$ cat config.mk
export PLATFORM = sky130hd
export DESIGN_NAME = wake_edge_ctrl
export DESIGN_NICKNAME = d
export VERILOG_FILES = /design/src/rtl/wake_edge_ctrl.sv
export SDC_FILE = /design/constraint.sdc
export NUM_CORES = 1
export LEC_CHECK = 0
export ABC_AREA = 1
export ABC_CLOCK_PERIOD_IN_PS = 3300
export BUFFER_PORTS_ARGS = -buffer_cell sky130_fd_sc_hd__buf_2
export CELL_PAD_IN_SITES_DETAIL_PLACEMENT = 0
export CELL_PAD_IN_SITES_GLOBAL_PLACEMENT = 1
export CORE_MARGIN = 2
export CORE_UTILIZATION = 41
export CTS_CLUSTER_SIZE = 25
export DETAILED_ROUTE_END_ITERATION = 12
export GPL_TIMING_DRIVEN = 0
export PLACE_DENSITY = 0.9
export SLEW_MARGIN = 20
export SYNTH_ARGS = -nofsm -noshare
export SYNTH_HDL_FRONTEND = slang
export SYNTH_SLANG_ARGS = --single-unit
$ cat constraint.sdc
create_clock -name clk -period 3.3 [get_ports clk]
set_input_delay 0 -clock clk [delete_from_list [all_inputs] [get_ports clk]]
set_output_delay 0 -clock clk [all_outputs]
set_load 0.02 [all_outputs]
$ cat src/rtl/wake_edge_ctrl.sv
module wake_edge_ctrl #(
  parameter int NPINS         = 8,
  parameter int SETTLE_CYCLES = 256,
  parameter int SYNC_STAGES   = 2
) (
  input  logic             clk,
  input  logic             rst_n,
  input  logic [NPINS-1:0] pin_in,
  input  logic [NPINS-1:0] en_mask,
  input  logic [NPINS-1:0] fall_sel,
  input  logic             clr_wr,
  input  logic [NPINS-1:0] clr_mask,
  input  logic             halt_req,
  input  logic             idle_req,
  input  logic             xtal_used,
  output logic [NPINS-1:0] pend,
  output logic             wake_req,
  output logic             run_en
);

  localparam int CW = $clog2(SETTLE_CYCLES + 1);
  localparam logic [CW-1:0] CNT_LAST = CW'(SETTLE_CYCLES - 1);

  typedef enum logic [1:0] {ST_RUN, ST_HALT, ST_IDLE, ST_SETTLE} st_t;

  logic [SYNC_STAGES-1:0][NPINS-1:0] sync_q;
  logic [NPINS-1:0] prev_q, sel_q, cur, rise, fall, hit, clr_bits;
  logic [SYNC_STAGES:0] arm_q;
  logic [CW-1:0] cnt;
  st_t st;

  always_ff @(posedge clk) begin
    if (!rst_n) begin
      sync_q <= '0;
      prev_q <= '0;
      arm_q  <= '0;
      sel_q  <= '0;
    end else begin
      sync_q[0] <= pin_in;
      for (int k = 1; k < SYNC_STAGES; k++) sync_q[k] <= sync_q[k-1];
      prev_q <= sync_q[SYNC_STAGES-1];
      arm_q  <= {arm_q[SYNC_STAGES-1:0], 1'b1};
      sel_q  <= fall_sel;
    end
  end

  assign cur      = sync_q[SYNC_STAGES-1];
  assign rise     = cur & ~prev_q;
  assign fall     = ~cur & prev_q;
  assign hit      = arm_q[SYNC_STAGES] ? ((sel_q & fall) | (~sel_q & rise)) : '0;
  assign clr_bits = clr_wr ? clr_mask : '0;

  always_ff @(posedge clk) begin
    if (!rst_n) pend <= '0;
    else        pend <= (pend & ~clr_bits) | (hit & en_mask);
  end

  assign wake_req = |(pend & en_mask);

  always_ff @(posedge clk) begin
    if (!rst_n) begin
      st  <= ST_RUN;
      cnt <= '0;
    end else begin
      case (st)
        ST_RUN: begin
          if (halt_req)      st <= ST_HALT;
          else if (idle_req) st <= ST_IDLE;
        end
        ST_HALT: if (wake_req) begin
          st  <= xtal_used ? ST_SETTLE : ST_RUN;
          cnt <= '0;
        end
        ST_IDLE: if (wake_req) st <= ST_RUN;
        default: begin
          if (cnt == CNT_LAST) st <= ST_RUN;
          else cnt <= cnt + 1'b1;
        end
      endcase
    end
  end

  assign run_en = (st == ST_RUN);

  a_r1_reset_state: assert property (@(posedge clk)
    !rst_n |=> (pend == '0 && run_en));

  a_r2_stop_on_strobe: assert property (@(posedge clk) disable iff (!rst_n)
    (run_en && (halt_req || idle_req)) |=> !run_en);

  a_r3_set_needs_enable: assert property (@(posedge clk) disable iff (!rst_n)
    1'b1 |=> ((pend & ~$past(pend) & ~$past(en_mask)) == '0));

  a_r6_sticky_until_clear: assert property (@(posedge clk) disable iff (!rst_n)
    1'b1 |=> (($past(pend) & ~$past(clr_bits) & ~pend) == '0));

  a_r8_fast_resume: assert property (@(posedge clk) disable iff (!rst_n)
    ((st == ST_IDLE || (st == ST_HALT && !xtal_used)) && wake_req) |=> run_en);

  a_r9_crystal_holds: assert property (@(posedge clk) disable iff (!rst_n)
    (st == ST_HALT && xtal_used && wake_req) |=> !run_en);

  a_r9_settle_continues: assert property (@(posedge clk) disable iff (!rst_n)
    (st == ST_SETTLE && cnt != CNT_LAST) |=> (st == ST_SETTLE && !run_en));

endmodule

==> impl_metrics.sql <==
INSERT INTO impl_metrics (metric_group, metric, value, unit) VALUES
('run_status', 'outcome', 'finished, final reports clean', ''),
('route', 'antenna_violating_nets_left', '0', ''),
('worst_setup_path', 'critical_path.endpoint', 'cnt[7]$_SDFFE_PN0P_', ''),
('worst_hold_path', 'worst_hold_path_type', 'in2reg', ''),
('power', 'maximum_vdd_ir_drop', '0.3061', 'mV'),
('timing', 'unrepaired_setup_endpoints_after_global_routing', 'no', ''),
('route', 'detail_route.wl_per_cell', '10.28', 'um'),
('floorplanning', 'die_x', '77.52', 'um'),
('clock_tree', 'clk_transition_reported_paths', '0.10', 'ns'),
('timing', 'hold_ws', '0.05053', 'ns'),
('synth', 'synthMostInstantiatedCell', 'sky130_fd_sc_hd__nand2_1', ''),
('clock_tree', 'clock_latency', '0.31', 'ns'),
('global_routing', 'grt_start_max_net_pins', '19', ''),
('worst_setup_path', 'worstSetupEndpointType', 'register', ''),
('synth', 'postSynthRegisterBits', '54', ''),
('floorplanning', 'num_rows', '26', ''),
('power', 'cellPowerDensity', '520.8', 'nW/um2'),
('synth', 'synth_flop_cell', 'sky130_fd_sc_hd__dfxtp_1', ''),
('timing', 'relSlewSlack', '0.5914', ''),
('timing', 'max_clock_freq', '0.4821', 'GHz'),
('worst_setup_path', 'r2r_end', 'cnt[7]$_SDFFE_PN0P_', ''),
('power', 'total_leakage_power', '1.605', 'nW'),
('clock_tree', 'tritoncts_num_sinks', '54', ''),
('final_layout', 'antenna_cells', '0', ''),
('final_layout', 'final_nets', '433', ''),
('worst_setup_path', 'crit-reg2reg-launch', 'cnt[0]$_SDFFE_PN0P_', ''),
('clock_tree', 'cts_max_path_buffers', '2', ''),
('synth', 'post_synth_most_frequent_cells', 'sky130_fd_sc_hd__nand2_1 (94), sky130_fd_sc_hd__inv_1 (58), sky130_fd_sc_hd__dfxtp_1 (54)', ''),
('synth', 'synth.area.top_cells', 'sky130_fd_sc_hd__dfxtp_1 (49%), sky130_fd_sc_hd__nand2_1 (16%), sky130_fd_sc_hd__inv_1 (9.8%)', ''),
('floorplanning', 'floorplan.die_area', '6009', 'um2'),
('synth', 'ys_seq_area_frac', '0.4879', ''),
('timing', 'finalSetupViolCount', '0', ''),
('route', 'drtPass1Iterations', '4', ''),
('worst_setup_path', 'critPathLaunchType', 'register', ''),
('global_routing', 'groute.usage.overall', '0.1637', ''),
('final_layout', 'finalCoreUtilization', '0.5764', ''),
('placed_design', 'port-buffer-count', '46', ''),
('worst_setup_path', 'crit_required', '3.48', 'ns'),
('floorplanning', 'die_height', '77.52', 'um'),
('floorplanning', 'num_io_pins', '48', ''),
('clock_tree', 'cts_made_buffers', '5', ''),
('placed_design', 'routabilityCongestion', '0.8275', ''),
('route', 'drc_violation_total_after_the_first_tritonroute_iteration', '63', ''),
('global_routing', 'via_count_of_the_first_global_routing_pass', '1835', ''),
('synth', 'postSynthNetCount', '347', ''),
('global_routing', 'grt-ovfl-total', '0', ''),
('timing', 'timing.clock.skew', '0.007545', 'ns'),
('synth', 'cell_accounting_for_the_most_synthesized_area', 'sky130_fd_sc_hd__dfxtp_1', ''),
('synth', 'synth-async-reset-ratio', '0', ''),
('floorplanning', 'core', '5172', 'um2'),
('synth', 'post_synth_inst_count', '304', ''),
('floorplanning', 'initial_core_utilization', '0.4284', ''),
('placed_design', 'dp_hpwl', '3248', 'um'),
('worst_setup_path', 'critical_path_class', 'reg2reg', ''),
('synth', 'synth_area', '2216', 'um2'),
('route', 'post_drt_via_cell_ratio', '4.367', ''),
('route', 'drc', '0', ''),
('synth', 'synth-edff-count', '0', ''),
('worst_setup_path', 'crit_fanout', '10', ''),
('global_routing', 'antenna_violations_before_repair', '0', ''),
('worst_setup_path', 'worst_r2r_path_depth', '14', ''),
('clock_tree', 'cts.htree.levels', '2', ''),
('timing', 'worstMarginPinSlew', '0.6129', 'ns'),
('global_routing', 'grt_first_pass_wirelength', '7790', 'um'),
('clock_tree', 'post-cts-setup-buffers', '0', ''),
('synth', 'synth.distinct_cells', '24', ''),
('timing', 'fin_crit', '2.074', 'ns'),
('final_layout', 'synthToLayoutAreaGrowth', '34.56', '%'),
('run', 'cap_violations', '0', ''),
('worst_setup_path', 'worst_setup_path_startpoint', 'cnt[0]$_SDFFE_PN0P_', ''),
('synth', 'postSynthAreaPerCell', '7.289', 'um2');
==> worst min path at each step <==
| stage | from | to | slack, ns | cells past startpoint |
|---|---|---|---|---|
| floorplan | rst_n | arm_q[0]$_DFF_P_ | 0.03 | 0 |
| detailed placement | rst_n | arm_q[0]$_DFF_P_ | 0.12 | 1 |
| global placement | rst_n | arm_q[0]$_DFF_P_ | 0.12 | 1 |
| CTS | xtal_used | st[1]$_SDFFE_PN0P_ | 0.05 | 5 |
| finish | xtal_used | st[1]$_SDFFE_PN0P_ | 0.05 | 5 |
| global route | xtal_used | st[1]$_SDFFE_PN0P_ | 0.07 | 5 |
==> area by class of cell <==
cell class                 count  area [um2]
sequential                    54        1081
timing repair buffer          79       560.5
inverter                      61       230.2
buffer                         8       38.79
tap                           70       87.58
clock buffer                   5       68.82
fill                         480        2191
multi-input combinational    181       865.8
clock inverter                 3       48.80
==> routing by layer <==
metal	routed length [um]	share of wire	up-vias	track usage
met2	2307	0.49	32	0.2896
li1	-	-	1093	-
met5	0	0	-	0
met1	2207	0.47	882	0.1950
met3	152	0.032	6	0.03488
met4	68	0.014	0	0.05893
==> cells by family after synthesis <==
family                     count (synthesis)  share of synthesized area
xor gates and xnor gates                   1                   0.003953
adders and majority gates                  5                    0.02823
and+or+nand+nor                          138                     0.2592
AOI/OAI and AO/OA                         37                    0.09938
buffers and inverters                     69                     0.1214
DFF                                       54                     0.4879
==> cells in the final DEF, fill, tap and decap left out <==
master,n
sky130_fd_sc_hd__bufinv_16,1
sky130_fd_sc_hd__buf_2,47
sky130_fd_sc_hd__clkinv_1,1
sky130_fd_sc_hd__a21oi_1,16
sky130_fd_sc_hd__clkinvlp_4,1
sky130_fd_sc_hd__buf_6,1
sky130_fd_sc_hd__clkbuf_1,1
sky130_fd_sc_hd__dfxtp_1,54
sky130_fd_sc_hd__xnor2_1,1
sky130_fd_sc_hd__nand2_2,2
sky130_fd_sc_hd__dlygate4sd3_1,33
sky130_fd_sc_hd__clkbuf_8,5
sky130_fd_sc_hd__inv_8,1
sky130_fd_sc_hd__a21o_1,8
sky130_fd_sc_hd__or2_0,1
sky130_fd_sc_hd__nor2_1,15
sky130_fd_sc_hd__a21oi_4,1
sky130_fd_sc_hd__nand3_1,16
sky130_fd_sc_hd__a21oi_2,1
sky130_fd_sc_hd__nand4_1,8
sky130_fd_sc_hd__inv_1,58
sky130_fd_sc_hd__nand2_1,94
sky130_fd_sc_hd__clkinv_2,1
sky130_fd_sc_hd__buf_1,5
sky130_fd_sc_hd__o21ai_0,11
sky130_fd_sc_hd__nor3_1,1
sky130_fd_sc_hd__ha_1,5
sky130_fd_sc_hd__nand2_4,1
sky130_fd_sc_hd__inv_2,1
==> where the power goes <==
| group | internal [mW] | switching, mW | leakage [nW] |
|---|---|---|---|
| combinational | 0.151 | 0.228 | 1.11 |
| sequential | 0.691 | 0.0231 | 0.443 |
| clock | 0.231 | 0.228 | 0.0563 |
| total | 1.07 | 0.479 | 1.60 |
==> state kept, by name, indices dropped and copies added (netlist names) <==
register  count
arm_q         3
cnt           9
cur           8
pend          8
prev_q        8
sel_q         8
st            2
sync_q        8
==> per-stage QoR <==
stage | power (mW) | setup WS, ns | instance area [um2] | instances
floorplan | 0.9937 | 1.542 | 2216 | 304
global placement | 1.081 | 1.299 | 2534 | 420
detailed placement | 1.086 | 1.286 | 2534 | 420
CTS | 1.568 | 1.219 | 2982 | 461
global route | 1.639 | 0.9841 | 2982 | 461
finish | 1.553 | 1.226 | 2982 | 461
==> timing repair <==
item | CTS | global route
endpoints found under the hold margin | 25 | 0
gates resized for setup | 0 | 0
hold buffers | 33 | 0
==> critical path, stage by stage (launching register included) <==
cell                       delay, ns
sky130_fd_sc_hd__dfxtp_1        0.39
sky130_fd_sc_hd__ha_1           0.22
sky130_fd_sc_hd__nand2_1        0.07
sky130_fd_sc_hd__inv_1          0.07
sky130_fd_sc_hd__nand2_1        0.07
sky130_fd_sc_hd__nor2_1         0.16
sky130_fd_sc_hd__nand2_1        0.10
sky130_fd_sc_hd__nor2_1         0.10
sky130_fd_sc_hd__ha_1           0.23
sky130_fd_sc_hd__a21oi_4        0.10
sky130_fd_sc_hd__nand2_2        0.07
sky130_fd_sc_hd__buf_6          0.15
sky130_fd_sc_hd__clkinv_2       0.07
sky130_fd_sc_hd__nand3_1        0.10
sky130_fd_sc_hd__a21oi_2        0.06
Power figures use the tool's default switching activity.
